--- config.mk ---
export PLATFORM = sky130hd
export DESIGN_NAME = dual_uart_tx
export DESIGN_NICKNAME = d
export VERILOG_FILES = /design/src/rtl/uart_tx_pkg.sv /design/src/rtl/uart_edge_detect.sv /design/src/rtl/uart_tx_framer.sv /design/src/rtl/uart_tx_shifter.sv /design/src/rtl/dual_uart_tx.sv
export SDC_FILE = /design/constraint.sdc
export NUM_CORES = 1
export LEC_CHECK = 0
export BUFFER_PORTS_ARGS = -buffer_cell sky130_fd_sc_hd__buf_4
export CORE_MARGIN = 3
export CORE_UTILIZATION = 41
export DETAILED_ROUTE_END_ITERATION = 8
export GPL_ROUTABILITY_DRIVEN = 0
export PLACE_DENSITY = 0.63
export SETUP_SLACK_MARGIN = 0.2
export SYNTH_ARGS = -nofsm -noshare
export SYNTH_HDL_FRONTEND = slang
export SYNTH_SLANG_ARGS = --single-unit
--- constraint.sdc ---
create_clock -name clk -period 3.01 [get_ports clk]
set_input_delay 0.602 -clock clk [delete_from_list [all_inputs] [get_ports clk]]
set_output_delay 0.602 -clock clk [all_outputs]
set_load 0.005 [all_outputs]
--- src/rtl/uart_tx_pkg.sv ---
package uart_tx_pkg;
  localparam int DATA_W  = 8;
  localparam int LEN_W   = 2;
  localparam int MIN_LEN = DATA_W - (1 << LEN_W) + 1;
  localparam int FRAME_W = DATA_W + 3;
  localparam int CNT_W   = $clog2(FRAME_W + 1);

  // Extended Hamming (8,4): check bits in [3:0], data nibble in [7:4]
  function automatic logic [7:0] ham84_encode(input logic [3:0] d);
    logic [3:0] c;
    c[0] = d[0] ^ d[1] ^ d[3];
    c[1] = d[0] ^ d[2] ^ d[3];
    c[2] = d[0] ^ d[1] ^ d[2];
    c[3] = ^{d, c[2:0]};
    return {d, c};
  endfunction
endpackage

--- src/rtl/uart_edge_detect.sv ---
module uart_edge_detect #(
  parameter bit INIT    = 1'b0,
  parameter bit FALLING = 1'b0
) (
  input  logic clk,
  input  logic rst,
  input  logic sig,
  output logic pulse
);
  logic sig_q;

  always_ff @(posedge clk) begin
    if (rst) sig_q <= INIT;
    else     sig_q <= sig;
  end

  generate
    if (FALLING) begin : g_fall
      assign pulse = sig_q & ~sig;
    end else begin : g_rise
      assign pulse = ~sig_q & sig;
    end
  endgenerate
endmodule

--- src/rtl/uart_tx_framer.sv ---
module uart_tx_framer
  import uart_tx_pkg::*;
(
  input  logic [DATA_W-1:0]  din,
  input  logic               mode,
  input  logic [LEN_W-1:0]   wlen,
  output logic [FRAME_W-1:0] frame,
  output logic [CNT_W-1:0]   nbits
);
  logic [7:0] code;
  logic       par;
  int         n;

  always_comb begin
    code  = ham84_encode(din[3:0]);
    par   = 1'b0;
    n     = MIN_LEN + int'(wlen);
    frame = '1;
    frame[0] = 1'b0;
    if (mode) begin
      for (int i = 0; i < 8; i++) frame[i+1] = code[i];
      frame[9] = 1'b1;
      nbits    = CNT_W'(FRAME_W);
    end else begin
      for (int i = 0; i < DATA_W; i++) begin
        if (i < n) begin
          frame[i+1] = din[i];
          par        = par ^ din[i];
        end
      end
      frame[n+1] = par;
      nbits      = CNT_W'(n + 3);
    end
  end
endmodule

--- src/rtl/uart_tx_shifter.sv ---
module uart_tx_shifter
  import uart_tx_pkg::*;
(
  input  logic               clk,
  input  logic               rst,
  input  logic               load,
  input  logic [FRAME_W-1:0] frame_in,
  input  logic [CNT_W-1:0]   nbits_in,
  input  logic               tick,
  output logic               txd,
  output logic               ready
);
  logic [FRAME_W-1:0] shreg;
  logic [CNT_W-1:0]   remain;

  always_ff @(posedge clk) begin
    if (rst) begin
      shreg  <= '1;
      remain <= '0;
      ready  <= 1'b1;
      txd    <= 1'b1;
    end else if (ready) begin
      if (load) begin
        shreg  <= frame_in;
        remain <= nbits_in;
        ready  <= 1'b0;
      end
    end else if (tick) begin
      if (remain != '0) begin
        txd    <= shreg[0];
        shreg  <= {1'b1, shreg[FRAME_W-1:1]};
        remain <= remain - 1'b1;
      end else begin
        ready  <= 1'b1;
      end
    end
  end

  // a strobe during a frame leaves the held frame untouched
  assert_busy_hold_R9: assert property (@(posedge clk) disable iff (rst)
    (!ready && load && !tick) |=> $stable(shreg) && $stable(remain));

  assert_count_range_R3: assert property (@(posedge clk) disable iff (rst)
    remain <= CNT_W'(FRAME_W));

  // the first bit driven after a load is the start bit
  assert_start_bit_R3: assert property (@(posedge clk) disable iff (rst)
    (!ready && tick && remain == nbits_in && $past(ready)) |=> !txd);
endmodule

--- src/rtl/dual_uart_tx.sv ---
module dual_uart_tx
  import uart_tx_pkg::*;
(
  input  logic              clk,
  input  logic              rst,
  input  logic              baud_clk,
  input  logic              wr_n,
  input  logic [DATA_W-1:0] din,
  input  logic              mode,
  input  logic [LEN_W-1:0]  wlen,
  output logic              txd,
  output logic              ready
);
  logic               tick;
  logic               wr_fall;
  logic [FRAME_W-1:0] frame;
  logic [CNT_W-1:0]   nbits;

  uart_edge_detect #(.INIT(1'b0), .FALLING(1'b0)) u_baud_edge (
    .clk(clk), .rst(rst), .sig(baud_clk), .pulse(tick)
  );

  uart_edge_detect #(.INIT(1'b1), .FALLING(1'b1)) u_wr_edge (
    .clk(clk), .rst(rst), .sig(wr_n), .pulse(wr_fall)
  );

  uart_tx_framer u_framer (
    .din(din), .mode(mode), .wlen(wlen), .frame(frame), .nbits(nbits)
  );

  uart_tx_shifter u_shifter (
    .clk(clk), .rst(rst), .load(wr_fall), .frame_in(frame),
    .nbits_in(nbits), .tick(tick), .txd(txd), .ready(ready)
  );

  assert_idle_high_R1: assert property (@(posedge clk) disable iff (rst)
    ready |-> txd);

  assert_write_accept_R2: assert property (@(posedge clk) disable iff (rst)
    (ready && wr_fall) |=> !ready);

  assert_txd_on_tick_R3: assert property (@(posedge clk) disable iff (rst)
    !tick |=> $stable(txd));

  assert_ready_on_tick_R8: assert property (@(posedge clk) disable iff (rst)
    $rose(ready) |-> $past(tick));
endmodule

==> results_dict.tcl <==
set metrics [dict create \
    status "completed" \
    grt_max_degree 21 \
    path_max_fanout 12 \
    dp_hpwl_mm 2.52 \
    die_area_um2 3960 \
    power.density_nw_per_um2 433 \
    arrival_ns 2.57 \
    cts_root_buf "clkbuf_4" \
    drtIter0Drc 79 \
    endpoint_kind "flop" \
    finClkSkew_ns 0.00184 \
    p_clk_share_pct 19.8 \
    post_cts.repair.setup_buffers 0 \
    slowest_stage "a21oi_1" \
    crit_top_cell "a21oi_1" \
    dr.pass1.iters 4 \
    synth_nets 185 \
    path_buf_inv 2 \
    vias_per_cell 5.97 \
    ys_warn_count 0 \
    cts_buffers 3 \
    most-common-layout-cells "dfxtp_1, buf_4, a21oi_1" \
    gr-total-overflow 0 \
    layout_min_cycle_time_ns 2.36 \
    hold_path_class "flop to flop" \
    synth-seq-cells 19 \
    synth_ff_type "dfxtp_1" \
    path_clk_slew_ns 0.11 \
    async_reset_ff_share_pct 0 \
    hold_violations 0 \
    rsz0062_at_grt "no" \
    start_kind "flop" \
    grt_pass1_vias 1250 \
    wl_mm 3.48 \
    routedWlPerCell_um 15.9 \
    rows 20 \
    ctsHoldBuffers 0 \
    cpLargestDelayFamily "compound AO/OA/AOI/OAI gates" \
    max_freq_mhz 424 \
    finalSetupTns_ns 0 \
    switchingPower_mw 0.224 \
    yosysSeqAreaShare_pct 28.6 \
    fillers 322 \
    cts_buffer_depth 2 \
    comb_power_share_pct 34.4 \
    avgSynthCellArea_um2 8.05 \
    syn-cell-area_um2 1330 \
    crit_chain "inv_1, ha_1, or3b_1, a21oi_1, buf_4, a21oi_1, o21a_1, o31ai_1" \
    min_from "u_shifter.shreg[6]" \
    power_frac_seq_pct 45.7 \
    drtAntennaViolNets 0 \
    yosysUniqueCellTypes 49 \
    worst-setup-path-type "flop to flop" \
    drcViolationCount 0 \
    ir_drop_mv 0.205 \
    report.final.slew_viol_count 0 \
    dp.cells 215 \
    cts_sinks 19 \
    cellLeakagePower_nw 0.585 \
    die_height_um 62.9 \
    grt_pass1_wl_mm 5.73 \
    initial_core_util_pct 43.2 \
    drv_cap 0 \
    layout-drive-gt1-share_pct 14.3 \
    htreeDepth 1 \
    clk_latency_ns 0.30 \
    fin_util_pct 48.6 \
    antenna_cells 0 \
    worst-endpoint-required_ns 3.22 \
    layout_commonest_cell "dfxtp_1" \
    critPathLaunch "u_shifter.remain[0]" \
    fin_cells 219 \
    fin_crit_sh_pct 78.4 \
    nets 196 \
    die_width_um 62.9 \
    portBuffers 16 \
    core_area_um2 3080 \
    area_growth_pct 12.6 \
    synth_edf_count 0 \
    io_pins 17 \
    slew-limit-headroom_pct 42.4 \
    synth_cells 165 \
    antenna_found_initial 0 \
    setup_viol 0 \
    tightest_slew_ns 0.865 \
    crit_path_max_incr_delay_ns 0.69 \
    p_int_mw 0.423 \
    r2r_start "u_shifter.remain[0]" \
    tritoncts "done" \
    power.share.switching_pct 34.6 \
    cts_resized 0 \
    via_count 1308 \
    grt_usage_pct 17.8 \
]
==> Yosys cell counts (all sizes together) (2+ instances only) <==
library cell | n | share of area (%)
nand3 | 8 | 3.0
or2 | 2 | 0.94
a31oi | 4 | 1.9
o211ai | 3 | 2.1
a32oi | 2 | 1.3
a221o | 5 | 3.8
o21ai | 4 | 1.5
nor3b | 2 | 1.1
nor2b | 6 | 2.8
clkbuf | 9 | 2.5
inv | 7 | 2.0
and2 | 2 | 0.94
ha | 5 | 4.7
xnor2 | 4 | 2.6
nand4 | 2 | 0.94
dfxtp | 19 | 29
buf | 2 | 0.66
nor2 | 11 | 3.1
a211o | 5 | 3.3
and3b | 2 | 1.3
nand2 | 11 | 3.1
a21oi | 15 | 5.6
xnor3 | 2 | 3.5
nand2b | 5 | 2.4
nor3 | 4 | 1.5
o31ai | 2 | 1.1
o21a | 3 | 1.7
xor2 | 3 | 2.0
==> sequential cells by signal, indices dropped and copies added, names as in the netlist <==
name / count
u_wr_edge.sig_q: 1
u_shifter.ready: 1
u_shifter.remain: 4
u_baud_edge.sig_q: 1
u_shifter.txd: 1
u_shifter.shreg: 11
==> metrics by stage <==
stage          worst slack, ns  total power, mW  hold WS (ns)  cell area, um2
6_report                 0.651            0.647         0.477            1500
5_1_grt                  0.454            0.690         0.497            1500
4_1_cts                  0.686            0.648         0.480            1500
3_5_place_dp             0.370            0.519         0.452            1470
3_3_place_gp             0.423            0.516         0.453            1470
2_1_floorplan            0.612            0.455         0.435            1330
==> per-layer routing <==
layer | vias to the layer above | track usage (%) | wire (um)
li1 | 629 | - | -
met1 | 632 | 23.3 | 1640
met2 | 43 | 28.6 | 1610
met3 | 4 | 4.86 | 182
met4 | 0 | 4.96 | 42
met5 | - | 0 | 0
==> final cells by class <==
type,instances,area (um2),area share (%)
Multi-Input combinational cell,128,880,58.8
Sequential cell,19,380,25.4
Timing Repair Buffer,17,128,8.53
Tap cell,44,55.1,3.68
Inverter,7,26.3,1.76
Clock buffer,3,22.5,1.51
Clock inverter,1,5.00,0.334
==> logic make-up (layout without fill, tap and decap cells) <==
logic type,Yosys count,count (layout),synth area share (%)
mux,1,1,0.753
compound gates,55,55,29.8
fa+ha+maj,5,5,4.71
buf+inv,18,28,5.18
flops,19,19,28.6
simple gates,58,58,22.9
xor+xnor,9,9,8.10
==> power groups by stage <==
stage	Combinational, mW	Sequential (mW)	Clock [mW]
floorplan	0.163	0.292	0
global placement	0.217	0.299	0
detailed placement	0.218	0.301	0
CTS	0.220	0.295	0.134
global route	0.245	0.298	0.146
finish	0.223	0.296	0.128
==> worst paths after layout <==
kind                        endpoint  slack [ns]  cells after the start
hold reg to reg   u_shifter.shreg[6]        0.48                      1
setup reg to reg  u_shifter.shreg[2]        0.65                      8
setup / recovery  u_shifter.shreg[2]        0.65                      8
hold / removal    u_shifter.shreg[6]        0.48                      1
Note: power is estimated with default switching activity, not from simulation.
